## config.mk

```make
export PLATFORM = sky130hd
export DESIGN_NAME = bgchk_timer
export DESIGN_NICKNAME = d
export VERILOG_FILES = /design/src/rtl/bgchk_pkg.sv /design/src/rtl/bgchk_lfsr.sv /design/src/rtl/bgchk_countdown.sv /design/src/rtl/bgchk_seq.sv /design/src/rtl/bgchk_timer.sv
export SDC_FILE = /design/constraint.sdc
export NUM_CORES = 1
export LEC_CHECK = 0
export BUFFER_PORTS_ARGS = -buffer_cell sky130_fd_sc_hd__buf_2
export CORE_MARGIN = 1.5
export CORE_UTILIZATION = 65
export DETAILED_ROUTE_END_ITERATION = 10
export GPL_ROUTABILITY_DRIVEN = 0
export PLACE_DENSITY = 0.83
export SLEW_MARGIN = 20
export SYNTH_ARGS = -nofsm -noshare
export SYNTH_HDL_FRONTEND = slang
export SYNTH_SLANG_ARGS = --single-unit
```

## constraint.sdc

```tcl
create_clock -name clk_i -period 8.5 [get_ports clk_i]
set_clock_uncertainty 0.1 [all_clocks]
set_input_delay 0.425 -clock clk_i [delete_from_list [all_inputs] [get_ports clk_i]]
set_output_delay 0.425 -clock clk_i [all_outputs]
set_load 0.01 [all_outputs]
```

## src/rtl/bgchk_pkg.sv

```systemverilog
package bgchk_pkg;
  // number of check kinds: index 0 integrity, index 1 consistency
  localparam int unsigned NCHK = 2;

  typedef enum logic [1:0] {
    ST_IDLE = 2'b00,
    ST_WAIT = 2'b01,
    ST_DEAD = 2'b10
  } seq_e;

  typedef enum logic [2:0] {
    SEL_PER_INTEG = 3'd0,
    SEL_PER_CONS  = 3'd1,
    SEL_TIMEOUT   = 3'd2,
    SEL_CFG_LOCK  = 3'd3,
    SEL_TRIG_LOCK = 3'd4,
    SEL_TRIGGER   = 3'd5
  } sel_e;
endpackage

```

## src/rtl/bgchk_lfsr.sv

```systemverilog
module bgchk_lfsr #(
  parameter int unsigned W    = 40,
  parameter logic [W-1:0] TAPS = 40'hA0_0014_0000,
  parameter logic [W-1:0] SEED = 40'h5A_C3E1_9D27
) (
  input  logic         clk_i,
  input  logic         rst_ni,
  output logic [W-1:0] state_o
);
  // an all-zero seed would lock the register; substitute 1
  localparam logic [W-1:0] SEED_SAFE = (SEED == '0) ? W'(1) : SEED;

  function automatic logic [W-1:0] step(input logic [W-1:0] s);
    return {s[W-2:0], ^(s & TAPS)};
  endfunction

  logic [W-1:0] q;

  always_ff @(posedge clk_i or negedge rst_ni) begin
    if (!rst_ni) q <= SEED_SAFE;
    else         q <= step(q);
  end

  assign state_o = q;
endmodule

```

## src/rtl/bgchk_countdown.sv

```systemverilog
module bgchk_countdown #(
  parameter int unsigned CW = 40,
  parameter int unsigned PW = 32
) (
  input  logic          clk_i,
  input  logic          rst_ni,
  input  logic [PW-1:0] period_i,
  input  logic [CW-1:0] lfsr_i,
  input  logic          done_i,
  output logic          fire_o
);
  localparam int unsigned LOW_W = CW - PW;

  // interval draw, period shifted up with low bits forced high
  function automatic logic [CW-1:0] draw(input logic [CW-1:0] r, input logic [PW-1:0] p);
    return r & {p, {LOW_W{1'b1}}};
  endfunction

  logic [CW-1:0] cnt_q;
  logic          loaded_q;
  logic          wait_q;
  logic          enabled;

  assign enabled = (period_i != '0);
  assign fire_o  = enabled && loaded_q && (cnt_q == '0) && !wait_q;

  always_ff @(posedge clk_i or negedge rst_ni) begin
    if (!rst_ni) begin
      cnt_q    <= '0;
      loaded_q <= 1'b0;
      wait_q   <= 1'b0;
    end else if (!enabled) begin
      cnt_q    <= '0;
      loaded_q <= 1'b0;
      wait_q   <= 1'b0;
    end else if (!loaded_q) begin
      cnt_q    <= draw(lfsr_i, period_i);
      loaded_q <= 1'b1;
    end else if (done_i) begin
      cnt_q    <= draw(lfsr_i, period_i);
      wait_q   <= 1'b0;
    end else if (cnt_q != '0) begin
      cnt_q    <= cnt_q - CW'(1);
    end else if (!wait_q) begin
      wait_q   <= 1'b1;
    end
  end
endmodule

```

## src/rtl/bgchk_seq.sv

```systemverilog
module bgchk_seq
  import bgchk_pkg::*;
#(
  parameter int unsigned TW = 32
) (
  input  logic            clk_i,
  input  logic            rst_ni,
  input  logic [NCHK-1:0] arm_i,
  input  logic [NCHK-1:0] soft_i,
  input  logic            ack_i,
  input  logic [TW-1:0]   timeout_i,
  output logic [NCHK-1:0] req_o,
  output logic [NCHK-1:0] done_o,
  output logic            pending_o,
  output logic            tmo_fire_o,
  output logic            tmo_err_o,
  output logic            fsm_err_o
);
  // expiry once the waited cycles reach the limit; zero limit never expires
  function automatic logic tmo_expired(input logic [TW-1:0] cnt, input logic [TW-1:0] lim);
    return (lim != '0) && (({1'b0, cnt} + (TW+1)'(1)) >= {1'b0, lim});
  endfunction

  seq_e            state_q;
  logic [NCHK-1:0] req_q;
  logic [NCHK-1:0] issued_q;
  logic [TW-1:0]   tmo_q;
  logic            tmo_err_q;
  logic            fsm_err_q;
  logic            issue;
  logic            complete;

  assign issue      = (state_q == ST_IDLE) && (req_q != '0);
  assign complete   = (state_q == ST_WAIT) && ack_i;
  assign tmo_fire_o = (state_q == ST_WAIT) && !ack_i && tmo_expired(tmo_q, timeout_i);
  assign req_o      = issue ? req_q : '0;
  assign done_o     = complete ? issued_q : '0;
  assign pending_o  = (state_q == ST_WAIT) || (req_q != '0);
  assign tmo_err_o  = tmo_err_q;
  assign fsm_err_o  = fsm_err_q;

  always_ff @(posedge clk_i or negedge rst_ni) begin
    if (!rst_ni) begin
      state_q   <= ST_IDLE;
      req_q     <= '0;
      issued_q  <= '0;
      tmo_q     <= '0;
      tmo_err_q <= 1'b0;
      fsm_err_q <= 1'b0;
    end else begin
      req_q <= (req_q & ~req_o) | arm_i | soft_i;
      case (state_q)
        ST_IDLE: begin
          if (issue) begin
            state_q  <= ST_WAIT;
            issued_q <= req_q;
            tmo_q    <= '0;
          end
        end
        ST_WAIT: begin
          if (ack_i) begin
            state_q <= ST_IDLE;
          end else if (tmo_fire_o) begin
            state_q   <= ST_DEAD;
            tmo_err_q <= 1'b1;
          end else begin
            tmo_q <= tmo_q + TW'(1);
          end
        end
        ST_DEAD: state_q <= ST_DEAD;
        default: begin
          state_q   <= ST_DEAD;
          fsm_err_q <= 1'b1;
        end
      endcase
    end
  end
endmodule

```

## src/rtl/bgchk_timer.sv

```systemverilog
module bgchk_timer
  import bgchk_pkg::*;
#(
  parameter int unsigned       REG_W     = 32,
  parameter logic [REG_W+7:0]  LFSR_TAPS = 40'hA0_0014_0000,
  parameter logic [REG_W+7:0]  LFSR_SEED = 40'h5A_C3E1_9D27
) (
  input  logic             clk_i,
  input  logic             rst_ni,
  input  logic             reg_we_i,
  input  logic [2:0]       reg_sel_i,
  input  logic [REG_W-1:0] reg_wdata_i,
  input  logic             check_ack_i,
  output logic             integ_req_o,
  output logic             cons_req_o,
  output logic             pending_o,
  output logic             timeout_err_o,
  output logic             fsm_err_o,
  output logic             fatal_alert_o,
  output logic             cfg_open_o,
  output logic             trig_open_o
);
  localparam int unsigned LFSR_W = REG_W + 8;

  logic [LFSR_W-1:0] lfsr_w;
  logic [REG_W-1:0]  timeout_q;
  logic              cfg_open_q;
  logic              trig_open_q;
  logic [NCHK-1:0]   soft_w;
  logic [NCHK-1:0]   tmr_fire_w;
  logic [NCHK-1:0]   req_w;
  logic [NCHK-1:0]   done_w;
  logic              tmo_fire_w;
  logic              tmo_err_w;
  logic              fsm_err_w;
  logic              wr_cfg;

  assign wr_cfg = reg_we_i && cfg_open_q;
  assign soft_w = (reg_we_i && reg_sel_i == SEL_TRIGGER && trig_open_q)
                ? reg_wdata_i[NCHK-1:0] : '0;

  always_ff @(posedge clk_i or negedge rst_ni) begin
    if (!rst_ni) begin
      timeout_q   <= '0;
      cfg_open_q  <= 1'b1;
      trig_open_q <= 1'b1;
    end else begin
      if (wr_cfg && reg_sel_i == SEL_TIMEOUT) timeout_q <= reg_wdata_i;
      if (reg_we_i && reg_sel_i == SEL_CFG_LOCK && !reg_wdata_i[0]) cfg_open_q <= 1'b0;
      if (reg_we_i && reg_sel_i == SEL_TRIG_LOCK && !reg_wdata_i[0]) trig_open_q <= 1'b0;
    end
  end

  bgchk_lfsr #(.W(LFSR_W), .TAPS(LFSR_TAPS), .SEED(LFSR_SEED)) u_lfsr (
    .clk_i   (clk_i),
    .rst_ni  (rst_ni),
    .state_o (lfsr_w)
  );

  // one period register and countdown per check kind; select code = kind index
  for (genvar k = 0; k < NCHK; k++) begin : g_kind
    logic [REG_W-1:0] per_q;
    always_ff @(posedge clk_i or negedge rst_ni) begin
      if (!rst_ni) per_q <= '0;
      else if (wr_cfg && reg_sel_i == 3'(k)) per_q <= reg_wdata_i;
    end
    bgchk_countdown #(.CW(LFSR_W), .PW(REG_W)) u_tmr (
      .clk_i    (clk_i),
      .rst_ni   (rst_ni),
      .period_i (per_q),
      .lfsr_i   (lfsr_w),
      .done_i   (done_w[k]),
      .fire_o   (tmr_fire_w[k])
    );
  end

  bgchk_seq #(.TW(REG_W)) u_seq (
    .clk_i      (clk_i),
    .rst_ni     (rst_ni),
    .arm_i      (tmr_fire_w),
    .soft_i     (soft_w),
    .ack_i      (check_ack_i),
    .timeout_i  (timeout_q),
    .req_o      (req_w),
    .done_o     (done_w),
    .pending_o  (pending_o),
    .tmo_fire_o (tmo_fire_w),
    .tmo_err_o  (tmo_err_w),
    .fsm_err_o  (fsm_err_w)
  );

  assign integ_req_o   = req_w[0];
  assign cons_req_o    = req_w[1];
  assign timeout_err_o = tmo_err_w;
  assign fsm_err_o     = fsm_err_w;
  assign fatal_alert_o = tmo_err_w | fsm_err_w;
  assign cfg_open_o    = cfg_open_q;
  assign trig_open_o   = trig_open_q;
endmodule

```

## Yosys cells after proc, flatten, opt, wreduce, memory -nomap -nowiden

Index checks and enable logic that the tools add are counted.

- Register bits after elaboration: 262
- Bits of input ports: 39
- Output and inout port bits: 8
- Logic and storage cells: 122

- $add $sub $neg: 4
- Order comparisons: 1
- Equal/unequal tests: 17
- Multiplexer cells: 29
- Bitwise gates (word level): 8
- Reduce and logical (&&, ||, !) cells: 45

Operators by type and width:

| cell | count |
|---|---|
| $mux W40 | 8 |
| $mux W32 | 3 |
| $reduce_bool A32 Y1 | 3 |
| $and A40 B40 Y40 | 2 |
| $logic_not A40 Y1 | 2 |
| $reduce_bool A40 Y1 | 2 |
| $sub A40 B1 Y40 const B | 2 |
| $pmux W32 S2 | 1 |
| $reduce_xor A40 Y1 | 1 |
| $add A32 B1 Y33 const B | 1 |
| $ge A33 B32 Y1 | 1 |
| $add A32 B1 Y32 const B | 1 |
| $logic_and A1 B1 Y1 | 21 |
| $mux W2 | 6 |
| $mux W1 | 10 |
| $ne A3 B3 Y1 const B | 3 |
| $ne A4 B4 Y1 const B | 2 |
| $reduce_and A2 Y1 | 4 |
| $eq A3 B2 Y1 const B | 2 |
| $eq A3 B3 Y1 const B | 2 |
| $ne A2 B1 Y1 const B | 3 |
| $logic_not A1 Y1 | 4 |
| $ne A2 B2 Y1 const B | 2 |
| $or A2 B2 Y2 | 2 |
| other kinds (15) | 16 |

## Depth between registers and ports, before layout

- Depth after elaboration: 7
- Depth in mapped cells: 18

## Hierarchy

From an unflattened synthesis, not the netlist that was laid out.

- Cell total of the unflattened synthesis: 1274
- Area, all modules: 13778.2 sq um

Modules (own cells, without submodules):

| module | instances | cells an instance | area each (sq um) |
|---|---|---|---|
| bgchk_countdown | 2 | 307 | 2770.2 |
| bgchk_timer | 1 | 220 | 3873.7 |
| bgchk_seq | 1 | 397 | 3310.7 |
| bgchk_lfsr | 1 | 43 | 1053.5 |

## Least setup slack after synthesis

Ideal clock, no wire load.

- Kind: reg-to-reg
- From: reg u_seq.tmo_q[9]
- To: reg u_seq.tmo_q[13]
- Library setup time: 0.124 ns
- Arrival: 4.073 ns
- Required time: 8.276 ns
- Setup slack: 4.203 ns
- Stages on the path, launching flop included: 16
- Cells stage by stage: dfrtp_1 > buf_2 > nand4_1 > or4_4 > nor4_1 > and3_1 > nor2b_1 > or2_2 > ha_1 > nand3_1 > or3_1 > a2111o_1 > a22oi_4 > buf_4 > nor3_1 > a211o_1

- Word-level cells in the longest chain between the ends: 6
- Elaborated cells on any way between the ends: 10

Ends and longest elaborated chain:

| element | RTL line | RTL |
|---|---|---|
| from (decl) | bgchk_seq.sv:27 | `logic [TW-1:0] tmo_q;` |
| from (signal assigned) | bgchk_seq.sv:67 | `tmo_q <= tmo_q + TW'(1);` |
| $add A32 B1 Y33 | bgchk_seq.sv:21 | `return (lim != '0) && (({1'b0, cnt} + (TW+1)'(1)) >= {1'b0, lim});` |
| $ge A33 B32 Y1 | bgchk_seq.sv:21 |  |
| $logic_and A1 B1 Y1 | bgchk_seq.sv:21 |  |
| $logic_and A1 B1 Y1 | bgchk_seq.sv:35 | `assign tmo_fire_o = (state_q == ST_WAIT) && !ack_i && tmo_expired(tmo_q, timeout_i);` |
| $ne A2 B2 Y1 (no source line) | n/a |  |
| $reduce_and A4 Y1 (no source line) | n/a |  |

Several ways; a longest one is shown, not always the timed one. The select of a mux whose other input is x is not followed.
A chain may end at the register's enable or synchronous reset.

## Final worst setup path

- From: reg u_seq.tmo_q[9]
- To: reg u_seq.tmo_q[16]

Same word-level chain as after synthesis.

==> flow_summary.json <==
{
  "status": "completed",
  "fp-row-count": 51,
  "switching_share": 0.2184,
  "dp_slack_ns": 2.932,
  "syn-num-nets": 1308,
  "fmaxAchievable_ghz": 0.1773,
  "critPathCaptureType": "flop",
  "postRouteWirelength_um": 32740,
  "drtAntennaViolNets": 0,
  "switchingPower_w": 0.0005538,
  "ys_seq_elements": 262,
  "fin_ws_ns": 2.859,
  "clockBufferDepth": 3,
  "report.final.hold_viol_count": 0,
  "ir_drop_uv": 137.4,
  "grt_pass1_vias": 10019,
  "power_frac_clock": 0.478,
  "startpoint_type": "flop",
  "period_share": 0.6637,
  "slew_headroom": 0.3462,
  "design_power_total_w": 0.002536,
  "power_density_nw_per_um2": 177.9,
  "clockRootBuffer": "clkbuf_16",
  "ys_seq_area_frac": 0.5114,
  "die_h_um": 143.7,
  "yosysWarnings": 0,
  "syn_inst": 1234,
  "pwr-share-seq": 0.495,
  "drt_iter0_drc": 708,
  "grt_max_degree": 131,
  "cts_sinks": 262,
  "syn_avg_cell_area_um2": 10.43,
  "crit_fanout": 36,
  "via_count": 10029,
  "p_leak_nw": 6.775,
  "tns_ns": 0,
  "cts_buffers": 27,
  "cp.required_ns": 8.85,
  "first_pass_iters": 6,
  "drv_slew": 0,
  "die_w_um": 143.7,
  "hpwl_um": 21910,
  "avgRoutedWirePerCell_um": 21.00,
  "rsz0062_at_grt": "no",
  "clk_latency_ns": 0.53,
  "clk_pin_slew_ns": 0.07,
  "postSynth.asyncResetShare": 1.000,
  "fin_nets": 1348,
  "antenna_found_initial": 0,
  "io_buffers": 46,
  "grt_first_pass_wirelength_um": 52720,
  "drc_errors": 0,
  "arrival_ns": 5.99,
  "worstSetupPathType": "reg -> reg",
  "hp-class": "in -> reg",
  "ios": 47,
  "core_area_um2": 19460,
  "tightest_slew_ns": 0.9807,
  "viasPerCell": 6.433,
  "htree_levels": 1,
  "period_minus_slack_ns": 5.641,
  "area_delta_synth_final_pct": 10.72,
  "n_antenna_cell": 0,
  "syn_area_um2": 12880,
  "post_cts_resized": 0,
  "nFillCells": 1332,
  "initial_core_util": 0.6616,
  "grtUsageTotal": 0.3302,
  "cts_setup_buffers": 0,
  "die-area_um2": 20660,
  "setup_viol": 0,
  "max_cap_violations": 0,
  "synth_edf_count": 0,
  "power_frac_comb": 0.027,
  "cts_tree": "yes",
  "whs_ns": 0.05405,
  "overflow": 0,
  "drive_above_1_share": 0.1971,
  "synth.distinct_cells": 61,
  "synthFlopType": "dfrtp_1",
  "intPower_w": 0.001982
}
[metal layers]
metal  global-route usage  share of wire  vias up  routed length [um]
met5                    0              0        -                   0
met2               0.5402           0.48      401               15730
li1                     -              -     4512                   -
met4               0.1509          0.047        0                1549
met3              0.04598          0.054      104                1783
met1               0.4399           0.42     5012               13680
[per-stage QoR]
stage,util,cells,instance area [um^2]
after floorplan,-,1234,12880
after global placement,0.6852,1509,13340
after detailed placement,0.6852,1509,13340
after CTS,0.7325,1559,14260
after global routing,0.7325,1559,14260
final,0.7325,1559,14260
[registers in the layout, summed over array words and instances (netlist names)]
signal and count:
u_seq.tmo_err_o 1, u_seq.state_q 2, u_seq.issued_q 2, u_lfsr.state_o 40
g_kind.u_tmr.loaded_q 2, g_kind.u_tmr.cnt_q 80, trig_open_o 1, timeout_q 32
cfg_open_o 1, u_seq.tmo_q 32, u_seq.fsm_err_o 1, u_seq.req_q 2
g_kind.u_tmr.wait_q 2, g_kind.per_q 64
[path summary, 6_finish.rpt]
path                                              start                                    end  slack [ns]  cells after the start
hold / removal                          reg_wdata_i[27]              timeout_q[27]$_DFFE_PN0P_        0.05                      2
min in group asynchronous                        rst_ni            u_seq.tmo_q[17]$_DFFE_PN0P_        0.44                      2
setup reg to reg             u_seq.tmo_q[9]$_DFFE_PN0P_            u_seq.tmo_q[16]$_DFFE_PN0P_        2.86                     14
max in group asynchronous                        rst_ni  g_kind[0].u_tmr.cnt_q[11]$_DFFE_PN0P_        6.23                      3
hold reg to reg            u_lfsr.state_o[35]$_DFF_PN1_           u_lfsr.state_o[36]$_DFF_PN1_        0.27                      0
setup / recovery             u_seq.tmo_q[9]$_DFFE_PN0P_            u_seq.tmo_q[16]$_DFFE_PN0P_        2.86                     14
[worst max-delay path, stage by stage (launching register included)]
cell and delay, ns:
dfrtp_1 0.46, nand4_1 0.26, or4_4 0.61, nor4_1 0.66, and3_1 0.26, nor2b_1 0.06, or2_2 0.29, ha_1 0.28
nand3_1 0.11, or3_1 0.40, a2111o_1 0.40, a22oi_4 0.75, and2_1 0.68, inv_2 0.07, o21ai_1 0.16
[placed cells by master (no fill, tap or decap), drive strengths merged, types with 12 or more instances in the layout]
master	netlist	routed
clkbuf	36	34
nand2b	12	12
buf	13	59
ha	35	35
or4	16	16
nor3	45	45
dfstp	23	23
a21oi	83	83
xnor2	38	38
xor2	49	49
mux2	96	96
nor4	43	43
or3	16	16
nand3	88	88
a21o	14	14
nand4	24	24
nor2	58	58
and3	14	14
inv	51	52
nand2	108	108
a211oi	17	17
dfrtp	239	239
o21ai	26	26
or2	17	17
[cell usage after synthesis (4+ instances only)]
cell      instances  area (um^2)
o22a_1            5        43.79
xor2_1           49        429.2
mux2_2           96         1081
a31oi_1           8        50.05
a221oi_1          4        35.03
a21o_1           14        105.1
or4_1            14        105.1
dfrtp_1         239         5981
or2_2            16        100.1
nand2b_1         11        68.82
dfstp_2          23        604.3
and2_1            6        37.54
ha_1             35        437.9
inv_1            50        187.7
nor2_1           58        217.7
nand3_1          88        440.4
nand2_1         108        405.4
or3_1            16        100.1
and3_1           14        87.58
a211oi_1         17        127.6
nor2b_1           5        31.28
clkbuf_1         36        135.1
nor4_1           42        262.8
buf_2             4        20.02
o211ai_1          5        37.54
a21oi_1          83        415.4
o21ai_0          24        120.1
nor3_1           44        220.2
xnor2_1          38        332.8
o31ai_1           4        30.03
nand4_1          24        150.1
[cell type report]
cell class	count	area (um^2)	share of cell area
flip-flops and latches	262	6585	0.4619
multi-input cells	872	5891	0.4132
clock buffers	34	742.0	0.05204
repair buffers	60	347.8	0.02440
well taps	265	331.6	0.02326
inverters	51	191.4	0.01343
clock inverters	15	167.7	0.01176
[cell families (layout without fill, tap and decap cells)]
logic type,count (synthesis),after routing,synth area share
flops,262,262,0.5114
simple gates,464,464,0.1865
buf+inv,100,160,0.03216
compound gates,190,190,0.09280
mux,96,96,0.08396
xor+xnor,87,87,0.05918
fa+ha+maj,35,35,0.03401
[power by group through the flow]
stage	sequential [W]	combinational (W)	clock (W)
6_report	0.00125	0.0000686	0.00121
3_3_place_gp	0.00128	0.0000661	0
5_1_grt	0.00125	0.0000785	0.00127
2_1_floorplan	0.00128	0.0000218	0
3_5_place_dp	0.00128	0.0000688	0
4_1_cts	0.00125	0.0000702	0.00122
[timing repair]
item	CTS	global route
endpoints found under the setup margin	0	0
hold buffers	1	0
endpoints found under the hold margin	114	0
(Power assumes the default switching activity.)
